File: src/rtl/pllpc_pkg.sv
package pllpc_pkg;

  localparam int NUM_CH = 2;

  typedef enum logic [1:0] {
    CH_DOWN     = 2'd0,
    CH_WAKE     = 2'd1,
    CH_RUN      = 2'd2,
    CH_SYNCWAIT = 2'd3
  } chState_t;

  // Strobes from the per-channel sequencer to the output datapath
  typedef struct packed {
    logic powered;   // analog blocks of the channel are biased
    logic released;  // dividers may count
    logic hiZ;       // registered tri-state request
  } chStrobe_t;

endpackage

File: src/rtl/pllpc_ctrl.sv
module pllpc_ctrl
  import pllpc_pkg::*;
#(
  parameter int NCH        = NUM_CH,
  parameter int SETTLE_CYC = 64
) (
  input  logic                  clk,
  input  logic                  rstN,
  input  logic      [NCH-1:0]   pwdnReq,
  input  logic      [NCH-1:0]   triReq,
  input  logic      [NCH-1:0]   cpDone,
  output chStrobe_t [NCH-1:0]   strb
);

  localparam int CW = (SETTLE_CYC > 2) ? $clog2(SETTLE_CYC) : 1;
  localparam logic [CW-1:0] LAST = CW'(SETTLE_CYC - 1);

  for (genvar i = 0; i < NCH; i++) begin : g_ch
    chState_t       st, stNxt;
    logic [CW-1:0]  cnt, cntNxt;
    logic           hiZQ;

    always_comb begin
      stNxt  = st;
      cntNxt = cnt;
      unique case (st)
        CH_DOWN: begin
          if (!pwdnReq[i]) begin
            stNxt  = CH_WAKE;
            cntNxt = '0;
          end
        end
        CH_WAKE: begin
          if (pwdnReq[i]) begin
            stNxt = CH_DOWN;
          end else if (cnt == LAST) begin
            stNxt = CH_RUN;
          end else begin
            cntNxt = cnt + 1'b1;
          end
        end
        CH_RUN: begin
          if (pwdnReq[i] && triReq[i]) stNxt = CH_DOWN;
          else if (pwdnReq[i])         stNxt = CH_SYNCWAIT;
        end
        CH_SYNCWAIT: begin
          if (!pwdnReq[i])                 stNxt = CH_RUN;
          else if (triReq[i] || cpDone[i]) stNxt = CH_DOWN;
        end
        default: stNxt = CH_DOWN;
      endcase
    end

    always_ff @(posedge clk or negedge rstN) begin
      if (!rstN) begin
        st   <= CH_DOWN;
        cnt  <= '0;
        hiZQ <= 1'b1;
      end else begin
        st   <= stNxt;
        cnt  <= cntNxt;
        hiZQ <= triReq[i];
      end
    end

    assign strb[i].powered  = (st != CH_DOWN);
    assign strb[i].released = (st == CH_RUN) || (st == CH_SYNCWAIT);
    assign strb[i].hiZ      = hiZQ;

    // asynchronous powerdown takes one edge
    p_async_down_r3: assert property (@(posedge clk) disable iff (!rstN)
      (st == CH_RUN && pwdnReq[i] && triReq[i]) |=> (st == CH_DOWN));

    // pending synchronous request without a strobe keeps waiting
    p_sync_waits_r4: assert property (@(posedge clk) disable iff (!rstN)
      (st == CH_SYNCWAIT && pwdnReq[i] && !triReq[i] && !cpDone[i]) |=> (st == CH_SYNCWAIT));

    // cancellation returns to running
    p_cancel_r5: assert property (@(posedge clk) disable iff (!rstN)
      (st == CH_SYNCWAIT && !pwdnReq[i]) |=> (st == CH_RUN));

    // a request during settling aborts the wake-up
    p_abort_r8: assert property (@(posedge clk) disable iff (!rstN)
      (st == CH_WAKE && pwdnReq[i]) |=> (st == CH_DOWN));
  end

endmodule

File: src/rtl/pllpc_dp.sv
module pllpc_dp
  import pllpc_pkg::*;
#(
  parameter int NCH = NUM_CH
) (
  input  logic                clk,
  input  logic                rstN,
  input  chStrobe_t [NCH-1:0] strb,
  input  logic      [NCH-1:0] rstSel,
  output logic      [NCH-1:0] prescEn,
  output logic      [NCH-1:0] phDetEn,
  output logic      [NCH-1:0] cpEn,
  output logic      [NCH-1:0] cpOutOe,
  output logic      [NCH-1:0] divHold,
  output logic                oscBufEn
);

  logic [NCH-1:0] rstSelQ;
  logic [NCH-1:0] anyPowered;

  always_ff @(posedge clk or negedge rstN) begin
    if (!rstN) rstSelQ <= '0;
    else       rstSelQ <= rstSel;
  end

  for (genvar i = 0; i < NCH; i++) begin : g_out
    assign prescEn[i]    = strb[i].powered;
    assign phDetEn[i]    = strb[i].powered;
    assign cpEn[i]       = strb[i].powered;
    assign cpOutOe[i]    = strb[i].powered && !strb[i].hiZ;
    assign divHold[i]    = !strb[i].released || rstSelQ[i];
    assign anyPowered[i] = strb[i].powered;

    // released dividers imply a powered channel
    p_release_powered_r7: assert property (@(posedge clk) disable iff (!rstN)
      !divHold[i] |-> prescEn[i]);

    // the output can only drive when the pump is biased
    p_oe_needs_cp_r2: assert property (@(posedge clk) disable iff (!rstN)
      cpOutOe[i] |-> cpEn[i]);

    // a selected counter reset holds the dividers on the next edge
    p_rst_hold_r10: assert property (@(posedge clk) disable iff (!rstN)
      rstSel[i] |=> divHold[i]);
  end

  assign oscBufEn = |anyPowered;

  // buffer off means every channel is parked
  p_osc_off_hold_r9: assert property (@(posedge clk) disable iff (!rstN)
    !oscBufEn |-> (&divHold && !(|prescEn)));

endmodule

File: src/rtl/pll_pwr_ctrl.sv
module pll_pwr_ctrl
  import pllpc_pkg::*;
#(
  parameter int SETTLE_CYC = 64
) (
  input  logic       clk,
  input  logic       rstN,
  input  logic [1:0] pwdnBit,
  input  logic [1:0] triBit,
  input  logic [1:0] cpPulseDone,
  input  logic [1:0] cntRstSel,
  output logic [1:0] prescEn,
  output logic [1:0] phDetEn,
  output logic [1:0] cpEn,
  output logic [1:0] cpOutOe,
  output logic [1:0] divHold,
  output logic       oscBufEn
);

  chStrobe_t [NUM_CH-1:0] strb;

  pllpc_ctrl #(
    .NCH        (NUM_CH),
    .SETTLE_CYC (SETTLE_CYC)
  ) u_ctrl (
    .clk     (clk),
    .rstN    (rstN),
    .pwdnReq (pwdnBit),
    .triReq  (triBit),
    .cpDone  (cpPulseDone),
    .strb    (strb)
  );

  pllpc_dp #(
    .NCH (NUM_CH)
  ) u_dp (
    .clk      (clk),
    .rstN     (rstN),
    .strb     (strb),
    .rstSel   (cntRstSel),
    .prescEn  (prescEn),
    .phDetEn  (phDetEn),
    .cpEn     (cpEn),
    .cpOutOe  (cpOutOe),
    .divHold  (divHold),
    .oscBufEn (oscBufEn)
  );

endmodule

File: config.mk
export PLATFORM = sky130hd
export DESIGN_NAME = pll_pwr_ctrl
export DESIGN_NICKNAME = d
export VERILOG_FILES = /design/src/rtl/pllpc_pkg.sv /design/src/rtl/pllpc_ctrl.sv /design/src/rtl/pllpc_dp.sv /design/src/rtl/pll_pwr_ctrl.sv
export SDC_FILE = /design/constraint.sdc
export NUM_CORES = 1
export LEC_CHECK = 0
export BUFFER_PORTS_ARGS = -buffer_cell sky130_fd_sc_hd__buf_2
export CAP_MARGIN = 10
export CORE_MARGIN = 5
export CORE_UTILIZATION = 30
export DETAILED_ROUTE_END_ITERATION = 10
export GPL_TIMING_DRIVEN = 0
export HOLD_SLACK_MARGIN = 0.12
export PLACE_DENSITY = 0.48
export SLEW_MARGIN = 20
export SYNTH_ARGS = -nofsm -noshare
export SYNTH_HDL_FRONTEND = slang
export SYNTH_HIERARCHICAL = 1
export SYNTH_SLANG_ARGS = --single-unit
File: constraint.sdc
create_clock -name clk -period 1.6 [get_ports clk]
set_clock_uncertainty 0.05 [all_clocks]
set_input_delay 0.16 -clock clk [delete_from_list [all_inputs] [get_ports clk]]
set_output_delay 0.16 -clock clk [all_outputs]
set_load 0.01 [all_outputs]
==> results of run 1 <==
-- logic make-up (layout without fill, tap and decap cells) --
| family | count (synthesis) | after routing |
|---|---|---|
| compound gates | 29 | 29 |
| fa+ha+maj | 2 | 2 |
| buf+inv | 18 | 50 |
| flops | 20 | 20 |
| mux | 1 | 1 |
| simple gates | 40 | 40 |
-- stage by stage --
step	util	hold slack, ns	worst slack (ns)	area, sq um
global placement	0.352	0.0957	0.115	1280
CTS	0.388	0.143	0.0250	1410
finish	0.389	0.142	0.0842	1420
detailed placement	0.352	0.101	0.0957	1280
floorplan	-	-0.186	0.215	1120
global route	0.389	0.155	0.00413	1420
-- worst max path at each step --
stage,from,endpoint,slack [ns]
6_report,u_ctrl/g_ch[1].st[0]$_DFFE_PN0P_,oscBufEn,0.08
3_3_place_gp,u_ctrl/g_ch[0].cnt[0]$_DFFE_PN0P_,u_ctrl/g_ch[0].cnt[0]$_DFFE_PN0P_,0.11
5_1_grt,u_ctrl/g_ch[1].cnt[0]$_DFFE_PN0P_,u_ctrl/g_ch[1].cnt[3]$_DFFE_PN0P_,0.004
4_1_cts,u_ctrl/g_ch[0].st[1]$_DFFE_PN0P_,oscBufEn,0.03
3_5_place_dp,u_ctrl/g_ch[1].cnt[0]$_DFFE_PN0P_,u_ctrl/g_ch[1].cnt[0]$_DFFE_PN0P_,0.1
2_1_floorplan,u_ctrl/g_ch[1].cnt[0]$_DFFE_PN0P_,u_ctrl/g_ch[1].cnt[0]$_DFFE_PN0P_,0.22
-- worst register-to-register path: cells and delay by family (launching register included) --
family / cells / cell delay, ns
flip-flops: 1 / 0.40
adder cells (fa/ha/maj): 1 / 0.28
AND/OR/NAND/NOR: 1 / 0.15
multiplexers: 1 / 0.26
AO/OA/AOI/OAI: 1 / 0.26
-- flip-flops by register name, summed over array words and instances, names as in the netlist --
name              count
u_ctrl/g_ch.cnt      12
u_ctrl/g_ch.st        4
u_ctrl/g_ch.hiZQ      2
u_dp/rstSelQ          2
-- timing repair --
action,4_1_cts,5_1_grt
setup buffers,4,0
hold buffers,6,0
pin swaps,0,0
gates resized for setup,3,3
gates cloned,0,0
setup endpoints to repair,5,5
hold endpoints to repair,24,0
-- cell type report --
cell class	count	area (sq um)
repair buffers	30	190
plain buffers	13	88.8
multi-input cells	72	513
inverters	4	15.0
flip-flops and latches	20	507
clock buffers	3	41.3
well taps	48	60.1
fillers	375	2220
-- per-layer routing --
layer	share of wire	wire, microns
met1	0.49	1140
met2	0.44	1000
met3	0.062	143
met4	0.0074	17
met5	0	0
-- cells in the final DEF, fill, tap and decap left out, types with 2 or more instances in the layout --
cell type | netlist | final
ha_1 | 2 | 2
buf_4 | 8 | 12
nor3_1 | 2 | 2
and2_4 | 2 | 2
clkbuf_8 | 0 | 3
buf_2 | 1 | 21
a31oi_1 | 4 | 4
inv_1 | 4 | 4
nor2b_1 | 3 | 3
dlygate4sd3_1 | 0 | 6
and3_2 | 1 | 2
a21oi_1 | 7 | 7
nand3_1 | 4 | 4
dfrtp_2 | 0 | 3
dfrtp_1 | 18 | 15
clkbuf_1 | 3 | 2
or2_1 | 2 | 2
o21ai_0 | 4 | 3
dfstp_2 | 2 | 2
nand4_1 | 3 | 3
nand2_1 | 6 | 6
nor2_1 | 3 | 3
nand2b_1 | 4 | 4
-- power breakdown --
| part | internal, W | switching, W |
|---|---|---|
| Clock | 0.000168 | 0.000165 |
| Combinational | 0.0000859 | 0.0000829 |
| Sequential | 0.000536 | 0.0000226 |
==> qor.csv, run 1 <==
metric,value,unit
avgRoutedWirePerCell,12.1,microns
grt_usage,0.0979,
p_leak,0.635,nW
drv_slew,0,
power,0.00106,W
area_growth,26.4,%
cp_max_fo,5,
netlist_top_cells_area,"dfrtp_1 40%, buf_4 5.4%, dfstp_2 4.7%, a21oi_1 3.1%, o311ai_4 2.3%",
clock.fmax,0.660,GHz
dr_total_vias,912,
met2_usage,0.158,
worstMarginPinSlew,0.463,ns
final_layout_size_suffix_gt1_frac,0.394,
timing.rr.end,u_ctrl/g_ch[0].cnt[0]$_DFFE_PN0P_,
cpPeakStageDelay,0.40,ns
cp_num_cells,3,
synth_ff_type,dfrtp_1,
rows,22,
p_per_area,749,mW/mm^2
synth-edff-count,0,
hold_viol,0,
cts-root-buf,clkbuf_8,
hold_class,in2reg,
synth_area_per_cell,10.2,sq um
finalSetupViolations,0,
reg2reg_depth,4,
final_cells,190,
overflow,0,
clk_pin_slew,0.08,ns
die-area,0.00505,sq mm
critPathSlowestCell,dfrtp_2,
status,completed,
cp_num_buf_inv,1,
reg2reg_from,u_ctrl/g_ch[0].cnt[0]$_DFFE_PN0P_,
antenna_found_initial,0,
cp-start-kind,flop,
initial_core_util,0.308,
whs_endpoint,u_ctrl/g_ch[0].st[0]$_DFFE_PN0P_,
die_h,71.1,microns
antennaDiodeCount,0,
synth_nets,122,
synth-async-reset-ratio,1.00,
core_area,0.00363,sq mm
synth_xor_area_frac,0,
yosysTopAreaCellShare,0.402,
grt_max_degree,21,
io_pins,21,
dp_hpwl,1670,microns
postRouteAntennaNets,0,
synth.largest_area_cell,dfrtp_1,
place_inst,178,
yosysWarnings,6,
grt_pass1_wl,4000,microns
crit_required,1.39,ns
synth-simple-area-share,0.226,
worstHoldStart,cpPulseDone[0],
clk_latency,0.26,ns
setup_tns,0,ns
cp_data_arrival_time,1.31,ns
cp-end-kind,output port,
peakVddDrop,208,uV
slew_headroom,0.691,
synth-adder-area-share,0.0223,
die_x,71.1,microns
synth_area,0.00112,sq mm
max_cap_violations,0,
fin_crit_sh,0.947,
yosys.cell_count.top_type,dfrtp_1,
grt_pass1_vias,895,
synth_mux_area_frac,0.0101,
synth.distinct_cells,46,
synth_top_family_by_area,simple AND/OR/NAND/NOR gates,
numCtsBuffers,3,
drt-vias-per-instance,4.80,
grtUsageMet1,0.124,
layout_min_cycle_time,1.52,ns
grtUsageMet3,0.0270,
cts.sinks,20,
cts_tree,yes,
yosys-top-cells-count,"18 x dfrtp_1, 8 x buf_4, 7 x a21oi_1, 6 x nand2_1",
path_cells,or2_2 -> or2_1 -> buf_2,
nets,156,
seq_area_frac_synth,0.449,
crit_family,simple AND/OR/NAND/NOR gates,
wl,2300,microns
portBuffers,20,
finalWeightedCongestion,0.784,
drtPass1Iterations,4,
rsz0062_at_grt,false,
cts_max_level,1,
synth-seq-cells,20,
r2r_slack,0.09,ns
syn-instance-count,110,
cts.path.max_buffers,2,
grt_most_used_layer,met2,
drc,0,
synth_compound_area_frac,0.197,
drt_iter0_drc,60,
worstSetupPathType,reg2out,
min_path_cells,4,
Note: power is estimated with default switching activity, not from simulation.
==> run 2: changes to the inputs <==
--- a/config.mk
+++ b/config.mk
@@ -13,6 +13,7 @@
 export GPL_TIMING_DRIVEN = 0
 export HOLD_SLACK_MARGIN = 0.12
 export PLACE_DENSITY = 0.48
+export REMOVE_ABC_BUFFERS = 1
 export SLEW_MARGIN = 20
 export SYNTH_ARGS = -nofsm -noshare
 export SYNTH_HDL_FRONTEND = slang
==> run 2 against run 1 <==
Compared with the run above:
- sequential share of layout area up 2.5 points
- critical path depth unchanged
- wire length down 0.56%
- design area down 6.3%
- maximum frequency down 0.43%
- critical endpoint unchanged
- largest cell class unchanged
==> qor.csv, run 2 (same netlist as run 1, synthesis figures left out) <==
metric,value,unit,change
status,completed,,unchanged
final_common_cell,buf_2,,unchanged
path_cells,or2_2 -> or2_1 -> buf_2,,unchanged
drv_slew,0,,unchanged
fill_cells,388,,was 375
fin_crit_sh,0.951,,was 0.947
clk_latency,0.25,ns,was 0.26 ns
antennaDiodeCount,0,,unchanged
p_leak,0.578,nW,was 0.635 nW
cp_max_fo,5,,unchanged
grt_usage,0.0998,,was 0.0979
cts.sinks,20,,unchanged
crit_required,1.39,ns,about the same
drc,0,,unchanged
wl,2290,microns,was 2300 microns
grt_pass1_wl,4090,microns,was 4000 microns
core_area,0.00363,sq mm,unchanged
portBuffers,20,,unchanged
final_cell_mix,"20 x buf_2, 14 x dfrtp_1, 7 x a21oi_1",,"was 21 x buf_2, 15 x dfrtp_1, 12 x buf_4"
finish.utilization,0.365,,was 0.389
clock.fmax,0.657,GHz,was 0.660 GHz
area_growth,18.4,%,was 26.4%
peakVddDrop,278,uV,was 208 uV
power,0.00104,W,was 0.00106 W
numCtsBuffers,3,,unchanged
dr_total_vias,900,,was 912
overflow,0,,unchanged
die_x,71.1,microns,unchanged
cts_tree,yes,,unchanged
final_layout_size_suffix_gt1_frac,0.349,,was 0.394
regArea,508,sq um,was 507 sq um
place_inst,164,,was 178
clk_pin_slew,0.07,ns,was 0.08 ns
p_per_area,781,mW/mm^2,was 749 mW/mm^2
rsz0062_at_grt,false,,unchanged
avgRoutedWirePerCell,12.9,microns,was 12.1 microns
grt_max_degree,21,,unchanged
cp-start-kind,flop,,unchanged
hold_viol,0,,unchanged
cts_max_level,1,,unchanged
postRouteAntennaNets,0,,unchanged
top_register,u_ctrl/g_ch.cnt,,unchanged
largest_reg_flops,12,,unchanged
cts-root-buf,clkbuf_8,,unchanged
cts.path.max_buffers,2,,unchanged
io_pins,21,,unchanged
max_cap_violations,0,,unchanged
hold_class,in2reg,,unchanged
dp_hpwl,1630,microns,was 1670 microns
drt-vias-per-instance,5.08,,was 4.80
nets,143,,was 156
worstMarginPinSlew,0.448,ns,was 0.463 ns
setup_tns,0,ns,unchanged
drt_iter0_drc,58,,was 60
finalWeightedCongestion,0.801,,was 0.784
holdWs,0.140,ns,was 0.142 ns
worstSetupPathType,reg2out,,unchanged
die_h,71.1,microns,unchanged
slew_headroom,0.701,,was 0.691
rows,22,,unchanged
die-area,0.00505,sq mm,unchanged
critPathSlowestCell,dfrtp_2,,unchanged
finalSetupViolations,0,,unchanged
final_cells,177,,was 190
grt_pass1_vias,935,,was 895
layout_min_cycle_time,1.52,ns,about the same
cpPeakStageDelay,0.40,ns,about the same
antenna_found_initial,0,,unchanged
cp_data_arrival_time,1.31,ns,about the same
drtPass1Iterations,4,,unchanged
initial_core_util,0.308,,unchanged
top_regs,"u_ctrl/g_ch.cnt (12), u_ctrl/g_ch.st (4)",,unchanged
multi_input_area,512,sq um,was 513 sq um
cp-end-kind,output port,,unchanged
run 2: cell types whose count changed in the layout (fill, tap and decap cells not counted), sizes merged:
cell    delta
buf       -10
clkbuf     -3
run 2: worst max-delay path: cells and delay by family, from the launching register on:
| kind | cells | cell delay [ns] |
|---|---|---|
| AND/OR/NAND/NOR | 2 | 0.52 |
| flip-flops | 1 | 0.40 |
| buffers and inverters | 1 | 0.14 |
run 2: final timing paths:
path / slack, ns / end / startpoint / cells past startpoint
worst max register to register: 0.09 / u_ctrl/g_ch[1].cnt[0]$_DFFE_PN0P_ / u_ctrl/g_ch[1].cnt[0]$_DFFE_PN0P_ / 4
worst min-delay path: 0.14 / u_ctrl/g_ch[0].st[1]$_DFFE_PN0P_ / pwdnBit[0] / 2
worst max-delay path: 0.08 / oscBufEn / u_ctrl/g_ch[1].st[1]$_DFFE_PN0P_ / 3
worst min register to register: 0.52 / u_ctrl/g_ch[1].cnt[1]$_DFFE_PN0P_ / u_ctrl/g_ch[1].cnt[1]$_DFFE_PN0P_ / 2
max in group asynchronous: 0.83 / u_ctrl/g_ch[1].hiZQ$_DFF_PN1_ / rstN / 2
min in group asynchronous: 0.33 / u_ctrl/g_ch[0].cnt[4]$_DFFE_PN0P_ / rstN / 2
run 2: per-stage QoR:
stage	worst slack [ns]	area [sq um]
2_1_floorplan	0.215	1030
3_3_place_gp	0.0945	1190
3_5_place_dp	0.0997	1190
4_1_cts	0.00345	1320
5_1_grt	0.00175	1330
6_report	0.0778	1330
run 2: timing repair:
item                                    in CTS  in global routing
endpoints found under the setup margin       1                  3
setup buffers                                3                  1
cloned                                       0                  0
endpoints found under the hold margin       23                  0
hold buffers                                 6                  0
gates resized for setup                      4                  2
run 2: final cells by class:
class / count / area share
sequential: 20 / 0.383
tap: 48 / 0.0453
clock buffer: 3 / 0.0311
timing repair buffer: 30 / 0.143
multi-input combinational: 72 / 0.386
inverter: 4 / 0.0113
run 2: report_power, final:
| part | internal [W] | switching [W] |
|---|---|---|
| Sequential | 0.000536 | 0.0000303 |
| Clock | 0.000167 | 0.000158 |
| Combinational | 0.0000708 | 0.0000729 |
run 2: metal layers:
metal | GRT usage | up-vias | routed length (microns)
met5 | 0 | - | 0
met4 | 0.0376 | 0 | 36
met3 | 0.0327 | 4 | 108
met1 | 0.117 | 433 | 1010
met2 | 0.169 | 29 | 1130
li1 | - | 434 | -
==> run 3: changes to the inputs <==
--- a/config.mk
+++ b/config.mk
@@ -8,11 +8,11 @@
 export BUFFER_PORTS_ARGS = -buffer_cell sky130_fd_sc_hd__buf_2
 export CAP_MARGIN = 10
 export CORE_MARGIN = 5
-export CORE_UTILIZATION = 30
+export CORE_UTILIZATION = 53
 export DETAILED_ROUTE_END_ITERATION = 10
 export GPL_TIMING_DRIVEN = 0
 export HOLD_SLACK_MARGIN = 0.12
-export PLACE_DENSITY = 0.48
+export PLACE_DENSITY = 0.77
 export REMOVE_ABC_BUFFERS = 1
 export SLEW_MARGIN = 20
 export SYNTH_ARGS = -nofsm -noshare
==> run 3 against run 2 <==
Compared with the run above:
- die area shrank 38%
- worst hold slack gained 0.12 ns
- register-to-register slack is essentially flat
- critical path type unchanged
==> qor.csv, run 3 (same netlist as run 1, synthesis figures left out) <==
metric,value,unit,change
reg2reg_depth,4,,unchanged
cp-end-kind,output port,,unchanged
wl,2310,microns,was 2290 microns
core_area,0.00198,sq mm,was 0.00363 sq mm
intPower,0.000870,W,was 0.000774 W
final_area,0.00136,sq mm,was 0.00133 sq mm
cts_tree,yes,,unchanged
postRouteAntennaNets,0,,unchanged
final_cells,162,,was 177
overflow,0,,unchanged
reg2reg_from,u_ctrl/g_ch[1].cnt[0]$_DFFE_PN0P_,,unchanged
drt_iter0_drc,22,,was 58
numCtsBuffers,3,,unchanged
dp_hpwl,1520,microns,was 1630 microns
grt_usage,0.164,,was 0.0998
place_area,0.00116,sq mm,was 0.00119 sq mm
antenna_found_initial,0,,unchanged
cp_max_fo,5,,unchanged
drv_slew,0,,unchanged
top_regs,"u_ctrl/g_ch.cnt (12), u_ctrl/g_ch.st (4)",,unchanged
crit_required,1.39,ns,about the same
p_per_area,838,mW/mm^2,was 781 mW/mm^2
p_sw,0.000271,W,was 0.000261 W
die-area,0.00313,sq mm,was 0.00505 sq mm
cts.sinks,20,,unchanged
cp_data_arrival_time,1.36,ns,was 1.31 ns
clk_latency,0.31,ns,was 0.25 ns
max_cap_violations,0,,unchanged
final_cell_mix,"20 x buf_2, 15 x dfrtp_1, 9 x dlygate4sd3_1",,"was 20 x buf_2, 14 x dfrtp_1, 7 x a21oi_1"
cts_max_level,1,,unchanged
rows,16,,was 22
clk_pin_slew,0.12,ns,was 0.07 ns
portBuffers,20,,unchanged
clock.fmax,0.638,GHz,was 0.657 GHz
io_pins,21,,unchanged
combPwrFrac,0.139,,about the same
status,completed,,unchanged
fin_crit_sh,0.980,,was 0.951
grt_pass1_vias,957,,was 935
largest_reg_flops,12,,unchanged
grt_max_degree,21,,unchanged
worstMarginPinSlew,0.440,ns,was 0.448 ns
layout_min_cycle_time,1.57,ns,was 1.52 ns
timing.rr.end,u_ctrl/g_ch[1].cnt[0]$_DFFE_PN0P_,,unchanged
seq_power_share,0.497,,was 0.547
peakVddDrop,586,uV,was 278 uV
finalWeightedCongestion,0.783,,was 0.801
slew_headroom,0.707,,was 0.701
nets,148,,was 143
p_sw_frac,0.237,,was 0.252
power,0.00114,W,was 0.00104 W
p_leak,0.606,nW,was 0.578 nW
antennaDiodeCount,0,,unchanged
regArea,507,sq um,was 508 sq um
grt_pass1_wl,4130,microns,was 4090 microns
avgRoutedWirePerCell,14.2,microns,was 12.9 microns
top_register,u_ctrl/g_ch.cnt,,unchanged
finalSetupViolations,0,,unchanged
initial_core_util,0.565,,was 0.308
area_growth,21.5,%,was 18.4%
r2r_slack,0.08,ns,was 0.09 ns
cts.path.max_buffers,2,,unchanged
cts-root-buf,clkbuf_4,,was clkbuf_8
drt-vias-per-instance,5.73,,was 5.08
hold_class,in2async,,was in2reg
cp-start-kind,flop,,unchanged
hold_viol,0,,unchanged
drc,0,,unchanged
place_inst,143,,was 164
final_common_cell,buf_2,,unchanged
rsz0062_at_grt,true,,was false
die_x,56.0,microns,was 71.1 microns
die_h,56.0,microns,was 71.1 microns
pwr-share-clk,0.364,,was 0.314
fill_cells,144,,was 388
dr_total_vias,928,,was 900
final_layout_size_suffix_gt1_frac,0.356,,was 0.349
drtPass1Iterations,4,,unchanged
worstSetupPathType,reg2out,,unchanged
multi_input_area,517,sq um,was 512 sq um
run 3: changes by cell type in the layout (fill, tap and decap cells not counted):
| cell | previous run | this run |
|---|---|---|
| ha_2 | 0 | 1 |
| or2_4 | 1 | 2 |
| or2_2 | 1 | 0 |
| clkbuf_8 | 3 | 0 |
| dlygate4sd3_1 | 6 | 9 |
| ha_1 | 2 | 1 |
| bufinv_16 | 0 | 1 |
| clkbuf_4 | 0 | 3 |
| buf_4 | 4 | 6 |
| dfrtp_1 | 14 | 15 |
| dfrtp_2 | 4 | 3 |
run 3: how the worst max path moves through the flow:
stage                                      start                                end  slack, ns  cells past startpoint
2_1_floorplan  u_ctrl/g_ch[1].cnt[0]$_DFFE_PN0P_  u_ctrl/g_ch[1].cnt[0]$_DFFE_PN0P_       0.22                      4
3_3_place_gp   u_ctrl/g_ch[1].cnt[0]$_DFFE_PN0P_  u_ctrl/g_ch[1].cnt[0]$_DFFE_PN0P_       0.13                      4
3_5_place_dp   u_ctrl/g_ch[0].cnt[0]$_DFFE_PN0P_  u_ctrl/g_ch[0].cnt[0]$_DFFE_PN0P_       0.10                      4
4_1_cts         u_ctrl/g_ch[0].st[1]$_DFFE_PN0P_                           oscBufEn       0.03                      3
5_1_grt         u_ctrl/g_ch[0].st[0]$_DFFE_PN0P_                           oscBufEn      -0.02                      3
6_report        u_ctrl/g_ch[0].st[0]$_DFFE_PN0P_                           oscBufEn       0.03                      3
run 3: through the flow:
step	TNS [ns]	hold WS [ns]	worst slack, ns	utilization
after floorplan	0	-0.186	0.215	-
after global placement	0	0.0797	0.125	0.586
after detailed placement	0	0.0800	0.101	0.586
after CTS	0	0.276	0.0338	0.677
after global routing	-0.0177	0.296	-0.0177	0.686
final	0	0.261	0.0315	0.686
run 3: metal layers:
layer	GRT usage	routed length [microns]	vias up
li1	-	-	444
met1	0.203	1030	445
met2	0.267	1060	32
met3	0.0441	168	7
met4	0.0712	46	0
met5	0	0	-
run 3: repair_timing:
action / 4_1_cts / 5_1_grt
pin swaps: 0 / 2
buffers inserted: 4 / 2
resized for setup: 5 / 2
gates cloned: 0 / 0
hold buffers: 9 / 0
endpoints found under the hold margin: 28 / 0
setup endpoints to repair: 3 / 3
run 3: final cells by class:
cell class | instances | share of cell area
flip-flops and latches | 20 | 0.373
repair buffers | 35 | 0.173
well taps | 27 | 0.0248
inverters | 4 | 0.0110
clock inverters | 1 | 0.0221
multi-input cells | 72 | 0.380
clock buffers | 3 | 0.0166
run 3: critical path: stages, from the launching register on:
cell     delay (ns)
dfrtp_2        0.43
or2_4          0.28
or2_1          0.21
buf_2          0.14
run 3: power groups by stage:
stage | Clock [W] | Combinational, W | Sequential [W]
after floorplan | 0 | 0.0000776 | 0.000570
after global placement | 0 | 0.000122 | 0.000576
after detailed placement | 0 | 0.000127 | 0.000577
after CTS | 0.000424 | 0.000154 | 0.000565
after global routing | 0.000444 | 0.000178 | 0.000572
final | 0.000415 | 0.000159 | 0.000567
